**config.mk**
```make
export PLATFORM = sky130hd
export DESIGN_NAME = dpx_top
export DESIGN_NICKNAME = d
export VERILOG_FILES = /design/src/rtl/dpx_pkg.sv /design/src/rtl/dpx_addr_former.sv /design/src/rtl/dpx_region_decode.sv /design/src/rtl/dpx_ctrl_regs.sv /design/src/rtl/dpx_fault_pulse.sv /design/src/rtl/dpx_top.sv
export SDC_FILE = /design/constraint.sdc
export NUM_CORES = 1
export LEC_CHECK = 0
export BUFFER_PORTS_ARGS = -buffer_cell sky130_fd_sc_hd__clkbuf_2
export CAP_MARGIN = 20
export CORE_ASPECT_RATIO = 1.75
export CORE_MARGIN = 1.5
export CORE_UTILIZATION = 40
export CTS_CLUSTER_SIZE = 25
export DETAILED_ROUTE_END_ITERATION = 8
export GPL_TIMING_DRIVEN = 1
export HOLD_SLACK_MARGIN = 0.02
export PLACE_DENSITY = 0.77
export SLEW_MARGIN = 20
export SYNTH_ARGS = -nofsm -noshare
export SYNTH_HDL_FRONTEND = slang
export SYNTH_HIERARCHICAL = 1
export SYNTH_SLANG_ARGS = --single-unit
```
**constraint.sdc**
```tcl
create_clock -name clk -period 3.85 [get_ports clk]
set_clock_uncertainty 0.05 [all_clocks]
set_input_delay 0.385 -clock clk [delete_from_list [all_inputs] [get_ports clk]]
set_output_delay 0.385 -clock clk [all_outputs]
set_load 0.02 [all_outputs]
```
**src/rtl/dpx_pkg.sv**
```systemverilog
package dpx_pkg;

    localparam int ADDR_W    = 8;
    localparam int PHYS_W    = 14;
    localparam int WIN_OFS_W = 6;
    localparam int PAGE_W    = PHYS_W - WIN_OFS_W;

    localparam logic [ADDR_W-1:0] IND_ADDR  = 8'h0E;
    localparam logic [ADDR_W-1:0] XREG_ADDR = 8'h0F;
    localparam logic [ADDR_W-1:0] PAGE_ADDR = 8'h1F;
    localparam logic [ADDR_W-1:0] WIN_BASE  = 8'hC0;
    localparam logic [PAGE_W-1:0] PAGE_RST  = 8'h08;

    localparam logic [PHYS_W-1:0] RAM_LO_END = 14'h000E;
    localparam logic [PHYS_W-1:0] REG_LO     = 14'h0010;
    localparam logic [PHYS_W-1:0] REG_HI     = 14'h001E;
    localparam logic [PHYS_W-1:0] RAM_HI_LO  = 14'h0020;
    localparam logic [PHYS_W-1:0] RAM_HI_HI  = 14'h004F;
    localparam logic [PHYS_W-1:0] HREG_LO    = 14'h0200;
    localparam logic [PHYS_W-1:0] HREG_HI    = 14'h023F;
    localparam logic [PHYS_W-1:0] NVM_LO     = 14'h3800;

    typedef enum logic [1:0] {
        TGT_MEM  = 2'd0,
        TGT_XREG = 2'd1,
        TGT_PAGE = 2'd2,
        TGT_NONE = 2'd3
    } tgt_e;

    typedef struct packed {
        logic [PHYS_W-1:0] addr;
        tgt_e              tgt;
    } xlat_t;

    function automatic tgt_e classify(input logic [PHYS_W-1:0] pa);
        tgt_e t;
        t = TGT_NONE;
        if (pa <= RAM_LO_END)
            t = TGT_MEM;
        else if (pa == {{(PHYS_W-ADDR_W){1'b0}}, XREG_ADDR})
            t = TGT_XREG;
        else if (pa >= REG_LO && pa <= REG_HI)
            t = TGT_MEM;
        else if (pa == {{(PHYS_W-ADDR_W){1'b0}}, PAGE_ADDR})
            t = TGT_PAGE;
        else if (pa >= RAM_HI_LO && pa <= RAM_HI_HI)
            t = TGT_MEM;
        else if (pa >= HREG_LO && pa <= HREG_HI)
            t = TGT_MEM;
        else if (pa >= NVM_LO)
            t = TGT_MEM;
        return t;
    endfunction

endpackage

```
**src/rtl/dpx_addr_former.sv**
```systemverilog
module dpx_addr_former
    import dpx_pkg::*;
#(
    parameter int AW = ADDR_W,
    parameter int PW = PHYS_W,
    parameter int OW = WIN_OFS_W
) (
    input  logic [AW-1:0]    cpu_addr,
    input  logic [AW-1:0]    x_val,
    input  logic [PW-OW-1:0] page_val,
    output logic [PW-1:0]    phys
);
    localparam int ZPAD = PW - AW;

    logic in_window;
    logic is_indirect;

    assign in_window   = (cpu_addr >= WIN_BASE);
    assign is_indirect = (cpu_addr == IND_ADDR);

    always_comb begin
        if (in_window)
            phys = {page_val, cpu_addr[OW-1:0]};
        else if (is_indirect)
            phys = {{ZPAD{1'b0}}, x_val};
        else
            phys = {{ZPAD{1'b0}}, cpu_addr};
    end
endmodule

```
**src/rtl/dpx_region_decode.sv**
```systemverilog
module dpx_region_decode
    import dpx_pkg::*;
#(
    parameter int PW = PHYS_W
) (
    input  logic [PW-1:0] phys,
    output xlat_t         xl
);
    always_comb begin
        xl.addr = phys;
        xl.tgt  = classify(phys);
    end
endmodule

```
**src/rtl/dpx_ctrl_regs.sv**
```systemverilog
module dpx_ctrl_regs
    import dpx_pkg::*;
#(
    parameter int                 AW        = ADDR_W,
    parameter int                 GW        = PAGE_W,
    parameter logic [PAGE_W-1:0]  PAGE_INIT = PAGE_RST
) (
    input  logic          clk,
    input  logic          rst,
    input  logic          wr_en,
    input  tgt_e          tgt,
    input  logic [AW-1:0] wr_data,
    output logic [AW-1:0] x_q,
    output logic [GW-1:0] page_q,
    output logic [AW-1:0] rdata
);
    always_ff @(posedge clk) begin
        if (rst) begin
            x_q    <= '0;
            page_q <= PAGE_INIT;
        end else if (wr_en) begin
            if (tgt == TGT_XREG)
                x_q <= wr_data;
            if (tgt == TGT_PAGE)
                page_q <= wr_data[GW-1:0];
        end
    end

    always_comb begin
        case (tgt)
            TGT_XREG: rdata = x_q;
            TGT_PAGE: rdata = AW'(page_q);
            default:  rdata = '0;
        endcase
    end
endmodule

```
**src/rtl/dpx_fault_pulse.sv**
```systemverilog
module dpx_fault_pulse
    import dpx_pkg::*;
(
    input  logic clk,
    input  logic rst,
    input  logic strobe,
    input  tgt_e tgt,
    output logic pulse
);
    logic hit;
    logic hit_q;

    assign hit = strobe && (tgt == TGT_NONE);

    always_ff @(posedge clk) begin
        if (rst) begin
            hit_q <= 1'b0;
            pulse <= 1'b0;
        end else begin
            hit_q <= hit;
            pulse <= hit && !hit_q;
        end
    end
endmodule

```
**src/rtl/dpx_top.sv**
```systemverilog
module dpx_top
    import dpx_pkg::*;
#(
    parameter logic [PAGE_W-1:0] PAGE_INIT = PAGE_RST
) (
    input  logic              clk,
    input  logic              rst,
    input  logic [ADDR_W-1:0] cpu_addr,
    input  logic              rd_en,
    input  logic              wr_en,
    input  logic [ADDR_W-1:0] wr_data,
    output logic [PHYS_W-1:0] phys_addr,
    output logic [1:0]        tgt_sel,
    output logic [ADDR_W-1:0] reg_rdata,
    output logic              illegal_rst
);
    logic [ADDR_W-1:0] x_q;
    logic [PAGE_W-1:0] page_q;
    logic [PHYS_W-1:0] phys;
    xlat_t             xl;

    dpx_addr_former u_form (
        .cpu_addr (cpu_addr),
        .x_val    (x_q),
        .page_val (page_q),
        .phys     (phys)
    );

    dpx_region_decode u_dec (
        .phys (phys),
        .xl   (xl)
    );

    dpx_ctrl_regs #(.PAGE_INIT(PAGE_INIT)) u_regs (
        .clk     (clk),
        .rst     (rst),
        .wr_en   (wr_en),
        .tgt     (xl.tgt),
        .wr_data (wr_data),
        .x_q     (x_q),
        .page_q  (page_q),
        .rdata   (reg_rdata)
    );

    dpx_fault_pulse u_fault (
        .clk    (clk),
        .rst    (rst),
        .strobe (rd_en || wr_en),
        .tgt    (xl.tgt),
        .pulse  (illegal_rst)
    );

    assign phys_addr = xl.addr;
    assign tgt_sel   = xl.tgt;
endmodule

```
==> flow_metrics.py <==
metrics = {
    "status": {
        "outcome": "completed",
    },
    "timing": {
        "finalSetupTns_ns": 0,
        "setup_viol": 0,
        "tightest_slew_ns": 0.541,
        "maxSlewHeadroom": 0.636,
        "fin_crit_sh": 0.908,
        "rsz0062_at_grt": "no",
        "final_max_slew_viol_count": 0,
        "fmax_mhz": 286,
        "report.final.hold_viol_count": 0,
        "fin_crit_ns": 3.49,
    },
    "route": {
        "dr.pass1.iters": 4,
        "routedWlPerCell_um": 13.6,
        "drt_iter0_markers": 28,
        "drc": 0,
        "antenna_left": 0,
        "drt-total-wl_mm": 2.95,
        "viasPerCell": 5.24,
        "via_count": 1136,
    },
    "power_and_ir_drop": {
        "totalPowerFinal_w": 0.000493,
        "powerDensity_nw_per_um2": 335,
        "peakVddDrop_uv": 316,
        "p_leak_nw": 0.724,
    },
    "synthesis": {
        "netlist.area_leader.share": 0.275,
        "synth.distinct_cells": 39,
        "synth_area_leaders": "dfxtp_1 (27%), mux2i_1 (11%), nand2b_1 (10%)",
        "synth_area_sq_um": 1310,
        "synthSimpleGateAreaFrac": 0.309,
        "async_reset_ff_frac": 0,
        "synth_fa_ha_area_frac": 0.0191,
        "synth_top_family_by_area": "simple AND/OR/NAND/NOR gates",
        "ys.flop_type": "dfxtp_1",
        "synth_compound_gate_area_share": 0.140,
        "synthCells": 149,
        "ys_ff_latch": 18,
        "ys.warnings.count": 6,
        "syn_nets": 171,
        "synth-edff-count": 0,
        "yosysSeqAreaShare": 0.275,
        "synthTopCellsByCount": "nand2b_1 (22), dfxtp_1 (18), buf_4 (14), mux2i_1 (14), nor2_1 (13)",
        "synth_xor_area_frac": 0,
        "muxShareOfSynthArea": 0.107,
        "yosysTopAreaCell": "dfxtp_1",
        "yosysMostFrequentCell": "nand2b_1",
        "avgSynthCellArea_sq_um": 8.81,
    },
    "worst_setup_path": {
        "crit_path_start_kind": "flip-flop",
        "cp_max_fo": 11,
        "startpoint": "u_regs/x_q[6]$_SDFFE_PP0P_",
        "r2r_setup_slack_ns": 0.87,
        "reg2reg_depth": 8,
        "critPathRequiredTime_ns": 3.41,
        "cp_data_arrival_time_ns": 3.06,
        "cp-end-kind": "output port",
        "regToRegEndpoint": "u_regs/page_q[6]$_SDFFE_PP0P_",
        "crit_type": "reg2out",
        "r2r-start": "u_regs/x_q[6]$_SDFFE_PP0P_",
        "crit_end": "reg_rdata[5]",
    },
    "floorplan": {
        "fp.dieH_um": 78.8,
        "start_util": 0.418,
        "num_rows": 27,
        "die_w_um": 46.3,
        "ios": 45,
        "coreArea_sq_um": 3140,
        "die_area_sq_um": 3650,
    },
    "global_routing": {
        "grt_max_degree": 25,
        "antenna_found_initial": 0,
        "grt_pass1_vias": 1080,
        "grt_pass1_wl_mm": 4.75,
        "grt_overflow": 0,
        "grt.total_usage": 0.173,
    },
    "clock_network": {
        "cts.sink_count": 18,
        "clockRootBuffer": "clkbuf_8",
        "cts_tree": "yes",
        "cts_hold_buf": 0,
        "clkTransAtPathRegs_ns": 0.07,
        "clock_latency_ns": 0.25,
        "cts_setup_buffers": 0,
        "cts-resized-gates": 0,
        "cts-buffers-inserted": 3,
        "htree_levels": 1,
        "clock_path_buffers": 2,
    },
    "placement": {
        "post-dp-hpwl_mm": 2.44,
        "place_congestion": 0.806,
        "port_buffers": 44,
        "place_area_sq_um": 1420,
    },
    "finish": {
        "design_area_sq_um": 1470,
        "ff_latch_area_sq_um": 360,
        "drive_gt1_frac": 0.328,
        "multiInputGateArea_sq_um": 754,
        "fillers": 335,
        "nets": 197,
        "area_growth_syn_to_layout_pct": 12.0,
        "num_antenna_cells": 0,
    },
    "flow_run": {
        "max_cap_viol_count": 0,
    },
    "min_path": {
        "hold_class": "in2reg",
        "min_from": "wr_data[3]",
    },
}
==> sequential cells by signal, indices dropped and copies added, names as in the netlist <==
register / flops
u_fault/hit_q: 1
u_regs/page_q: 8
u_fault/pulse: 1
u_regs/x_q: 8
==> per-layer routing <==
metal	wire length (um)	vias to the layer above	global-route usage
met5	0	-	0
met4	19	0	0.0629
met3	141	2	0.0250
met2	1680	40	0.315
met1	1110	537	0.187
li1	-	557	-
==> worst min path at each step <==
stage	endpoint	slack, ns	depth (start not counted)
after global placement	u_fault/pulse$_SDFF_PP0_	0.35	1
after global routing	u_regs/x_q[3]$_SDFFE_PP0P_	0.34	3
after CTS	u_regs/x_q[3]$_SDFFE_PP0P_	0.34	3
after floorplan	u_fault/pulse$_SDFF_PP0_	0.33	1
final	u_regs/x_q[3]$_SDFFE_PP0P_	0.34	3
after detailed placement	u_fault/pulse$_SDFF_PP0_	0.35	1
==> worst max-delay path: stages, from the launching register on <==
cell and delay (ns):
dfxtp_1 0.34, nor4bb_1 0.15, a221o_1 0.37, nor4b_2 0.29, nand4_1 0.18, o31ai_1 0.50, inv_1 0.09, ha_1 0.35
a22oi_1 0.31, nor2_1 0.06, clkbuf_2 0.16
==> final cells by class <==
type                            instances  share of cell area
Multi-Input combinational cell        101               0.513
Sequential cell                        18               0.245
Timing Repair Buffer                   44               0.150
Clock buffer                            4              0.0374
Tap cell                               43              0.0366
Inverter                                7              0.0179
==> report_power, final <==
| group | total, W | internal (W) | switching (W) |
|---|---|---|---|
| clock | 0.000152 | 0.0000907 | 0.0000608 |
| sequential | 0.000207 | 0.000198 | 0.00000983 |
| combinational | 0.000134 | 0.0000531 | 0.0000811 |
==> cell families (layout without fill, tap and decap cells) <==
group           count (synthesis)  in the layout
simple gates                   62             62
buf+inv                        30             55
compound gates                 23             23
flops                          18             18
mux                            14             14
fa+ha+maj                       2              2
==> cells in the final DEF, fill, tap and decap left out, drive strengths merged, types with 2 or more instances in the layout <==
master | synthesis | final
a22oi | 8 | 8
a31oi | 3 | 3
a41o | 3 | 3
and2 | 3 | 3
and3 | 8 | 8
and4bb | 2 | 2
clkbuf | 2 | 48
dfxtp | 18 | 18
ha | 2 | 2
inv | 7 | 7
mux2i | 14 | 14
nand2 | 3 | 3
nand2b | 22 | 22
nor2 | 13 | 13
nor2b | 2 | 2
nor4b | 2 | 2
o31ai | 3 | 3
==> stage by stage <==
stage / hold WS, ns / instances / worst slack (ns) / util
floorplan: 0.333 / 149 / 0.466 / -
global placement: 0.346 / 213 / 0.448 / 0.450
detailed placement: 0.353 / 213 / 0.408 / 0.450
CTS: 0.343 / 217 / 0.397 / 0.468
global route: 0.345 / 217 / 0.134 / 0.468
finish: 0.342 / 217 / 0.356 / 0.468
Power figures use the tool's default switching activity.
